`config.mk`:
```
export PLATFORM = sky130hd
export DESIGN_NAME = bcd_seg_lcd_drv
export DESIGN_NICKNAME = d
export VERILOG_FILES = /design/src/rtl/bcdseg_pkg.sv /design/src/rtl/bcdseg_rst_sync.sv /design/src/rtl/bcdseg_code_hold.sv /design/src/rtl/bcdseg_decode.sv /design/src/rtl/bcdseg_polarity.sv /design/src/rtl/bcd_seg_lcd_drv.sv
export SDC_FILE = /design/constraint.sdc
export NUM_CORES = 1
export LEC_CHECK = 0
export ABC_CLOCK_PERIOD_IN_PS = 1800
export BUFFER_PORTS_ARGS = -buffer_cell sky130_fd_sc_hd__buf_2
export CAP_MARGIN = 10
export CORE_ASPECT_RATIO = 1.2
export CORE_MARGIN = 5
export CORE_UTILIZATION = 28
export DETAILED_ROUTE_END_ITERATION = 8
export GPL_TIMING_DRIVEN = 1
export PLACE_DENSITY = 0.49
export REMOVE_ABC_BUFFERS = 1
export SETUP_SLACK_MARGIN = 0.5
export SYNTH_ARGS = -nofsm -noshare
export SYNTH_HDL_FRONTEND = slang
export SYNTH_SLANG_ARGS = --single-unit
```
`constraint.sdc`:
```
create_clock -name clk -period 1.8 [get_ports clk]
set_input_delay 0.27 -clock clk [delete_from_list [all_inputs] [get_ports clk]]
set_output_delay 0.27 -clock clk [all_outputs]
set_load 0.02 [all_outputs]
```
`src/rtl/bcdseg_pkg.sv`:
```
package bcdseg_pkg;
  localparam int unsigned CODE_W  = 4;
  localparam int unsigned SEG_N   = 7;
  localparam int unsigned MAX_DIG = 9;

  typedef logic [CODE_W-1:0] code_t;
  typedef logic [SEG_N-1:0]  seg_t;

  // Segment order: bit 0 = a ... bit 6 = g, active high
  function automatic seg_t digit_pattern(input code_t d);
    seg_t p;
    unique case (d)
      4'd0:    p = 7'h3F;
      4'd1:    p = 7'h06;
      4'd2:    p = 7'h5B;
      4'd3:    p = 7'h4F;
      4'd4:    p = 7'h66;
      4'd5:    p = 7'h6D;
      4'd6:    p = 7'h7D;
      4'd7:    p = 7'h07;
      4'd8:    p = 7'h7F;
      4'd9:    p = 7'h6F;
      default: p = '0;
    endcase
    return p;
  endfunction
endpackage

```
`src/rtl/bcdseg_rst_sync.sv`:
```
module bcdseg_rst_sync #(
  parameter int unsigned STAGES = 2
) (
  input  logic clk,
  input  logic rst_n,
  output logic rst_ok
);
  logic [STAGES-1:0] sync_q;
  logic [STAGES-1:0] sync_d;

  always_comb begin
    sync_d = {sync_q[STAGES-2:0], 1'b1};
  end

  always_ff @(posedge clk or negedge rst_n) begin
    if (!rst_n) sync_q <= '0;
    else        sync_q <= sync_d;
  end

  assign rst_ok = sync_q[STAGES-1];
endmodule

```
`src/rtl/bcdseg_code_hold.sv`:
```
module bcdseg_code_hold
  import bcdseg_pkg::*;
(
  input  logic  clk,
  input  logic  rst_ok,
  input  logic  load_en,
  input  code_t code_in,
  output code_t code_q
);
  code_t code_d;

  always_comb begin
    code_d = code_q;
    if (load_en) code_d = code_in;
  end

  always_ff @(posedge clk or negedge rst_ok) begin
    if (!rst_ok) code_q <= '0;
    else         code_q <= code_d;
  end
endmodule

```
`src/rtl/bcdseg_decode.sv`:
```
module bcdseg_decode
  import bcdseg_pkg::*;
(
  input  code_t code_q,
  input  logic  blank_req,
  output seg_t  seg_lit
);
  logic illegal;

  always_comb begin
    illegal = (code_q > code_t'(MAX_DIG));
    seg_lit = (blank_req || illegal) ? '0 : digit_pattern(code_q);
  end
endmodule

```
`src/rtl/bcdseg_polarity.sv`:
```
module bcdseg_polarity #(
  parameter int unsigned N = 7
) (
  input  logic         phase,
  input  logic [N-1:0] seg_lit,
  output logic [N-1:0] seg_drv
);
  for (genvar i = 0; i < N; i++) begin : g_bit
    assign seg_drv[i] = seg_lit[i] ^ phase;
  end
endmodule

```
`src/rtl/bcd_seg_lcd_drv.sv`:
```
module bcd_seg_lcd_drv
  import bcdseg_pkg::*;
(
  input  logic              clk,
  input  logic              rst_n,
  input  logic [CODE_W-1:0] bcd_in,
  input  logic              load_en,
  input  logic              blank_req,
  input  logic              phase,
  output logic [SEG_N-1:0]  seg_o
);
  localparam int unsigned RST_STAGES = 2;

  logic  rst_ok;
  code_t code_q;
  seg_t  seg_lit;

  bcdseg_rst_sync #(.STAGES(RST_STAGES)) u_rst (
    .clk    (clk),
    .rst_n  (rst_n),
    .rst_ok (rst_ok)
  );

  bcdseg_code_hold u_hold (
    .clk     (clk),
    .rst_ok  (rst_ok),
    .load_en (load_en),
    .code_in (bcd_in),
    .code_q  (code_q)
  );

  bcdseg_decode u_dec (
    .code_q    (code_q),
    .blank_req (blank_req),
    .seg_lit   (seg_lit)
  );

  bcdseg_polarity #(.N(SEG_N)) u_pol (
    .phase   (phase),
    .seg_lit (seg_lit),
    .seg_drv (seg_o)
  );
endmodule

```
==> summary.txt, run 1 <==
Worst setup path
  – Worst path required time: ~1.5 ns
  – Crit-path max FO: 4
  – Critical Path AT: 1.62 ns
  – Worst Setup End Kind: output port
  – Crit path kind: flip-flop to output port
  – Worst setup SP type: flip-flop

GRT
  – Total GRT Usage: 7.74%
  – Initial antenna violation count: 0
  – Pin count of the biggest net entering global routing: 9
  – Grt total ovfl: 0
  – Vias in the first global route: 372
  – First-pass GRT wire length: between 1000 and 1500 µm

Placement
  – DP Cell Count: 81
  – DPL Wire Length: 703 µm
  – Placement Cell Area: 557 µm²
  – IO Port Bufs: 15
  – Pre-CTS setup slack: slightly below 0.03 ns
  – GPL Wtd Cong: slightly above 0.7

Yosys
  – Syn Inst Count: 48
  – Number of synthesized flops with an enable pin: 0
  – Synth warn: 0
  – Sequential share of the synthesized area: 32.7%
  – Synth unique cells: 21
  – Ys flop type: dfrtp_1
  – Synth Cell Area: 459 µm²
  – Avg Inst Size Synth: 9.57 µm²
  – Yosys reg bits: 6
  – Asr flop ratio synth: 100%

Die
  – Die Wd: 47.0 µm
  – # IOs: 16
  – Site row count: 16
  – Initial Util: 28.7%
  – Die height: 54.4 µm
  – Core Area: 0.00160 mm²
  – Die area: between 0.002 and 0.003 mm²

Clock tree
  – TritonCTS clock tree: done
  – Num CTS Buffers: 3
  – Clk slew on worst S/H paths: 0.04 ns
  – Root Driver: clkbuf_4
  – CTS sink cnt: 6
  – H-tree levels: 1
  – Worst skew pair latency: around 0.24 ns
  – Clk buf depth: 2

Outcome
  – Outcome: finished, violations left
  – Violated checks: negative setup slack

Detailed routing
  – Vias: a little under 400
  – Antenna Nets Post-Route: 0
  – Number of DRC markers in iteration 0: 2
  – Drt wl/cell: 9.73 µm
  – Drt pass-1 iters: 3
  – Vias per cell: 4.49
  – DRC Markers: 0
  – Post-Route WL: 856 µm

Final layout
  – Final nets: 85
  – Fin cells: around 90
  – Syn-to-layout area delta: 45.5%
  – Design area: 668 µm²
  – Antenna diodes: 0
  – Share of cells above drive strength 1: 48.6%

Power and ir drop
  – Power Density: 721 mW/mm²
  – Worst IR drop on VDD: 0.361 mV
  – P_leak: between 0.0003 and 0.0004 µW
  – Total power: 482 µW

Hold path
  – HP Class: flip-flop to asynchronous set/reset pin

Timing
  – Clock Skew: 0.00197 ns
  – Worst Setup Slack, final: -0.0934 ns
  – Peak Freq: 0.528 GHz
  – Tcrit/Tclk final: 105%
  – Final setup fails: 7
  – Sum Neg Setup Slack: -0.478 ns
  – Slew Limit Fails: 0
  – Post-layout min period: about 1.9 ns
  – Unrepaired setup endpoints after global routing: yes
  – Hold Fails Final Rpt: 0

Job
  – Max-Cap Viols: 0
-- per-stage QoR --
stage               utilization [%]  hold WS [ns]
detailed placement             34.8        0.0592
global placement               34.8        0.0577
CTS                            40.6        0.0631
floorplan                         -       -0.0256
global route                   41.7        0.0763
finish                         41.7        0.0562
-- critical path, cell delays in order (launching register included) --
cell and delay [ns]:
dfrtp_1 0.41, ha_1 0.19, a211oi_1 0.28, o21a_1 0.16
nor2_1 0.05, xnor2_1 0.13, buf_4 0.16
-- Yosys cell counts, types with 2 or more instances --
| cell type | instances | area, µm² |
|---|---|---|
| a21oi_1 | 4 | 20.0 |
| dfrtp_1 | 6 | 150 |
| ha_1 | 4 | 50.1 |
| inv_1 | 3 | 11.3 |
| mux2_2 | 2 | 22.5 |
| nand2_1 | 3 | 11.3 |
| nand2b_1 | 2 | 12.5 |
| nor2_1 | 3 | 11.3 |
| o21ai_0 | 4 | 20.0 |
| xnor2_1 | 6 | 52.6 |
-- layer usage --
| layer | track usage (%) | part of all wire (%) | up-vias |
|---|---|---|---|
| met4 | 5.53 | 0 | 0 |
| met3 | 0.987 | 9.0 | 0 |
| met1 | 9.45 | 41 | 179 |
| met5 | 0 | 0 | - |
| li1 | - | - | 204 |
| met2 | 12.2 | 50 | 12 |
-- registers in the layout, summed over array words and instances, names as in the netlist --
register	flops
u_rst.sync_q	2
u_hold.code_q	4
-- layout make-up --
type	instances	area [µm²]
flip-flops and latches	6	150
well taps	18	22.5
fillers	176	933
repair buffers	21	140
inverters	3	11.3
clock buffers	3	22.5
multi-input cells	37	322
-- worst paths after layout --
| kind | endpoint | startpoint | cells after the start | slack [ns] |
|---|---|---|---|---|
| setup / recovery | seg_o[5] | u_hold.code_q[1]$_DFFE_PN0P_ | 6 | -0.09 |
| hold / removal | u_hold.code_q[1]$_DFFE_PN0P_ | u_rst.sync_q[1]$_DFF_PN0_ | 0 | 0.06 |
| hold reg to reg | u_hold.code_q[1]$_DFFE_PN0P_ | u_rst.sync_q[1]$_DFF_PN0_ | 0 | 0.06 |
| min in group clk | u_hold.code_q[1]$_DFFE_PN0P_ | bcd_in[1] | 3 | 0.25 |
| max in group asynchronous | u_rst.sync_q[1]$_DFF_PN0_ | rst_n | 2 | 1.36 |
| setup reg to reg | u_hold.code_q[2]$_DFFE_PN0P_ | u_hold.code_q[2]$_DFFE_PN0P_ | 2 | 0.90 |
-- report_power, final --
part           total (µW)  internal (µW)  switching [µW]
Combinational         208            103             105
Clock                 117           75.0            41.7
Sequential            157            146            11.0
-- cell families after synthesis --
| family | share of synthesized area [%] |
|---|---|
| xor+xnor | 13.4 |
| mux | 7.08 |
| simple gates | 15.8 |
| other cells | 0.817 |
| flops | 32.7 |
| compound gates | 13.6 |
| buf+inv | 5.72 |
| fa+ha+maj | 10.9 |
-- repair_timing --
item	CTS	global route
pin swaps	3	2
hold buffers	1	0
endpoints found under the setup margin	7	7
endpoints found under the hold margin	2	0
buffers inserted	2	1
gates resized for setup	15	2
-- placed cells by master, fill, tap and decap left out, types with 2 or more instances in the layout --
master,n
buf_4,12
buf_2,8
xnor2_1,6
dfrtp_1,6
a21oi_1,3
nand2_1,3
o21ai_0,3
clkbuf_4,3
nor2_1,2
inv_2,2
mux2_2,2
ha_4,2
ha_1,2
Note: power is estimated with default switching activity, not from simulation.
==> run 2: changes to the inputs <==
--- a/config.mk
+++ b/config.mk
@@ -13,9 +13,10 @@
 export CORE_UTILIZATION = 28
 export DETAILED_ROUTE_END_ITERATION = 8
 export GPL_TIMING_DRIVEN = 1
-export PLACE_DENSITY = 0.49
+export PLACE_DENSITY = 0.48
 export REMOVE_ABC_BUFFERS = 1
 export SETUP_SLACK_MARGIN = 0.5
 export SYNTH_ARGS = -nofsm -noshare
 export SYNTH_HDL_FRONTEND = slang
+export SYNTH_HIERARCHICAL = 1
 export SYNTH_SLANG_ARGS = --single-unit
==> run 2 against run 1 <==
The flow still finishes with violations (negative setup slack). Area after synthesis grew 8.7%. Non-clock buffer count grew 6. Sequential power is essentially flat. Highest routed layer unchanged.
==> summary.txt, run 2 <==
Yosys
  – Yosys top cell area share: 30.1% (-2.6 points)
  – Synth Cell Area: 499 µm² (+8.7%)
  – Synth warn: 6 (+6)
  – Avg Inst Size Synth: 9.60 µm² (+0.36%)
  – Top cells by area, synth: dfrtp_1 30%, ha_1 15%, xor2_1 12%, mux2_2 9.0%, o21ai_0 5.0%
  – Syn Inst Count: 52 (+8.3%)
  – Count leader, synth: xor2_1
  – Commonest cells post-synth: 7 x xor2_1, 6 x dfrtp_1, 6 x ha_1, 5 x nor2_1, 5 x o21ai_0
  – Ys flop type: dfrtp_1
  – Synth unique cells: 18 (-14%)
  – Number of synthesized flops with an enable pin: 0 (unchanged)
  – Sequential share of the synthesized area: 30.1% (-2.6 points)
  – Synth area leader: dfrtp_1
  – Yosys reg bits: 6 (unchanged)
  – Asr flop ratio synth: 100% (unchanged)

Worst setup path
  – Crit-path max FO: 4 (unchanged)
  – R2r startpoint: u_hold/code_q[0]$_DFFE_PN0P_
  – Worst R2R End: u_hold/code_q[0]$_DFFE_PN0P_
  – Crit path kind: flip-flop to output port
  – R2R depth: 2 (unchanged)
  – Worst Setup End Kind: output port
  – Critical Path AT: 1.81 ns (+0.19 ns)
  – Worst setup SP type: flip-flop
  – Worst path required time: 1.53 ns (about the same)
  – R2r setup slk: 0.87 ns (-0.03 ns)

Clock tree
  – Worst skew pair latency: 0.24 ns (about the same)
  – Root Driver: clkbuf_4
  – TritonCTS clock tree: done
  – Clk buf depth: 2 (unchanged)
  – H-tree levels: 1 (unchanged)
  – Num CTS Buffers: 3 (unchanged)
  – CTS sink cnt: 6 (unchanged)
  – Clk slew on worst S/H paths: 0.05 ns (about the same)

Power and ir drop
  – P_leak: 0.000378 µW (+23%)
  – Worst IR drop on VDD: 0.426 mV (+18%)
  – Total power: 530 µW (+10%)
  – Comb pwr share: 47.6% (+4.5 points)
  – Register share of total power: 30.1% (-2.6 points)
  – Switch share: 34.2% (+1.6 points)
  – Clk pwr share: 22.3% (-1.9 points)
  – Sw power: 181 µW (+15%)
  – Power Density: 679 mW/mm² (-5.8%)
  – Pint: 349 µW (+7.5%)

Timing
  – Unrepaired setup endpoints after global routing: yes
  – Peak Freq: 0.482 GHz (-8.8%)
  – Tcrit/Tclk final: 115% (+10 points)
  – Slew Limit Fails: 0 (unchanged)
  – Sum Neg Setup Slack: -1.67 ns (-1.19 ns)
  – Final setup fails: 7 (unchanged)
  – Hold Fails Final Rpt: 0 (unchanged)
  – Post-layout min period: 2.08 ns (+0.182 ns)
  – Clock Skew: 0.00568 ns (+0.00371 ns)
  – Worst Setup Slack, final: -0.275 ns (-0.182 ns)

Final layout
  – Final nets: 97 (+14%)
  – Largest register FFs: 4 (unchanged)
  – Top flop regs: u_hold/code_q x4, u_rst/sync_q x2
  – Largest register by flop count: u_hold/code_q
  – Commonest non-fill, non-tap cell in the layout: buf_4
  – Share of cells above drive strength 1: 60.0% (+11 points)
  – Antenna diodes: 0 (unchanged)
  – Commonest cells after routing, fill and taps aside: 16 x buf_4, 8 x buf_2, 7 x xor2_1
  – Syn-to-layout area delta: 56.4%

GRT
  – Vias in the first global route: 450 (+21%)
  – Total GRT Usage: 8.27% (+0.52 points)
  – Grt total ovfl: 0 (unchanged)
  – First-pass GRT wire length: 1830 µm (+27%)
  – Initial antenna violation count: 0 (unchanged)
  – Pin count of the biggest net entering global routing: 8 (-1)

Detailed routing
  – Drt pass-1 iters: 1 (-2)
  – Vias per cell: 4.48 (-0.20%)
  – Vias: 439 (+11%)
  – Antenna Nets Post-Route: 0 (unchanged)
  – Number of DRC markers in iteration 0: 0 (-2)
  – Post-Route WL: 1090 µm (+28%)
  – Drt wl/cell: 11.2 µm (+15%)
  – DRC Markers: 0 (unchanged)

Placement
  – DPL Wire Length: 838 µm (+19%)
  – IO Port Bufs: 15 (unchanged)
  – Pre-CTS setup slack: -0.115 ns (-0.144 ns)
  – GPL Wtd Cong: 0.742 (+3.7%)

Die
  – Die Wd: 48.5 µm (+3.4%)
  – Die area: 0.00273 mm² (+7.0%)
  – # IOs: 16 (unchanged)
  – Initial Util: 30.0% (+1.4 points)
  – Die height: 56.3 µm (+3.5%)
  – Site row count: 16 (unchanged)
  – Core Area: 0.00166 mm² (+3.7%)

Hold path
  – HP Class: flip-flop to asynchronous set/reset pin

Outcome
  – Violated checks: negative setup slack
  – Outcome: finished, violations left

Job
  – Max-Cap Viols: 0 (unchanged)
==> run 2: power by group through the flow <==
stage	combinational (µW)	clock, µW	sequential [µW]
after floorplan	110	0	162
after global placement	193	0	160
after detailed placement	193	0	160
after CTS	240	122	158
after global routing	275	133	162
final	252	118	160
==> run 2: area by class of cell <==
type                    count  area, µm²
fillers                   164        881
multi-input cells          40        377
repair buffers             27        193
flip-flops and latches      6        151
clock buffers               3       22.5
well taps                  18       22.5
inverters                   4       15.0
==> run 2: per-layer routing <==
metal / share of wire (%) / track usage, % / wire, µm / up-vias
met5: 0 / 0 / 0 / -
li1: - / - / - / 234
met4: 0 / 3.46 / 0 / 0
met2: 52 / 14.7 / 571 / 14
met3: 6.9 / 2.65 / 76 / 0
met1: 41 / 8.75 / 446 / 191
==> run 2: cells by family (layout without fill, tap and decap cells) <==
group / Yosys count / after routing / share of synthesized area (%)
other cells: 1 / 1 / 0.751
mux: 4 / 4 / 9.02
compound gates: 12 / 12 / 14.0
simple gates: 10 / 10 / 11.3
buf+inv: 6 / 34 / 7.52
flops: 6 / 6 / 30.1
fa+ha+maj: 6 / 6 / 15.0
xor+xnor: 7 / 7 / 12.3
==> run 2: per-stage QoR <==
step	instances	util (%)	area [µm²]	hold slack, ns
after CTS	97	44.8	744	0.0666
after floorplan	50	-	477	-0.0256
final	98	47.0	781	0.0547
after global routing	98	47.0	781	0.0830
after global placement	91	38.2	634	0.0552
after detailed placement	91	38.2	634	0.0559
==> run 2: worst max path at each step <==
stage / startpoint / end
after floorplan: u_hold/code_q[1]$_DFFE_PN0P_ / seg_o[5]
after global routing: u_hold/code_q[0]$_DFFE_PN0P_ / seg_o[6]
after global placement: u_hold/code_q[1]$_DFFE_PN0P_ / seg_o[5]
after detailed placement: u_hold/code_q[1]$_DFFE_PN0P_ / seg_o[0]
after CTS: u_hold/code_q[0]$_DFFE_PN0P_ / seg_o[0]
final: u_hold/code_q[0]$_DFFE_PN0P_ / seg_o[0]
==> run 2: timing repair <==
item | 4_1_cts | 5_1_grt
gates cloned | 0 | 0
pin swaps | 5 | 0
setup endpoints to repair | 7 | 7
setup buffers | 2 | 1
hold buffers | 1 | 0
hold endpoints to repair | 2 | 0
gates resized for setup | 23 | 6
==> run 2: critical path: stages, from the launching register on <==
cell	delay [ns]
dfrtp_2	0.43
inv_2	0.10
ha_4	0.14
nor2_2	0.04
or4_4	0.46
o21ai_2	0.09
xor2_1	0.15
buf_4	0.16
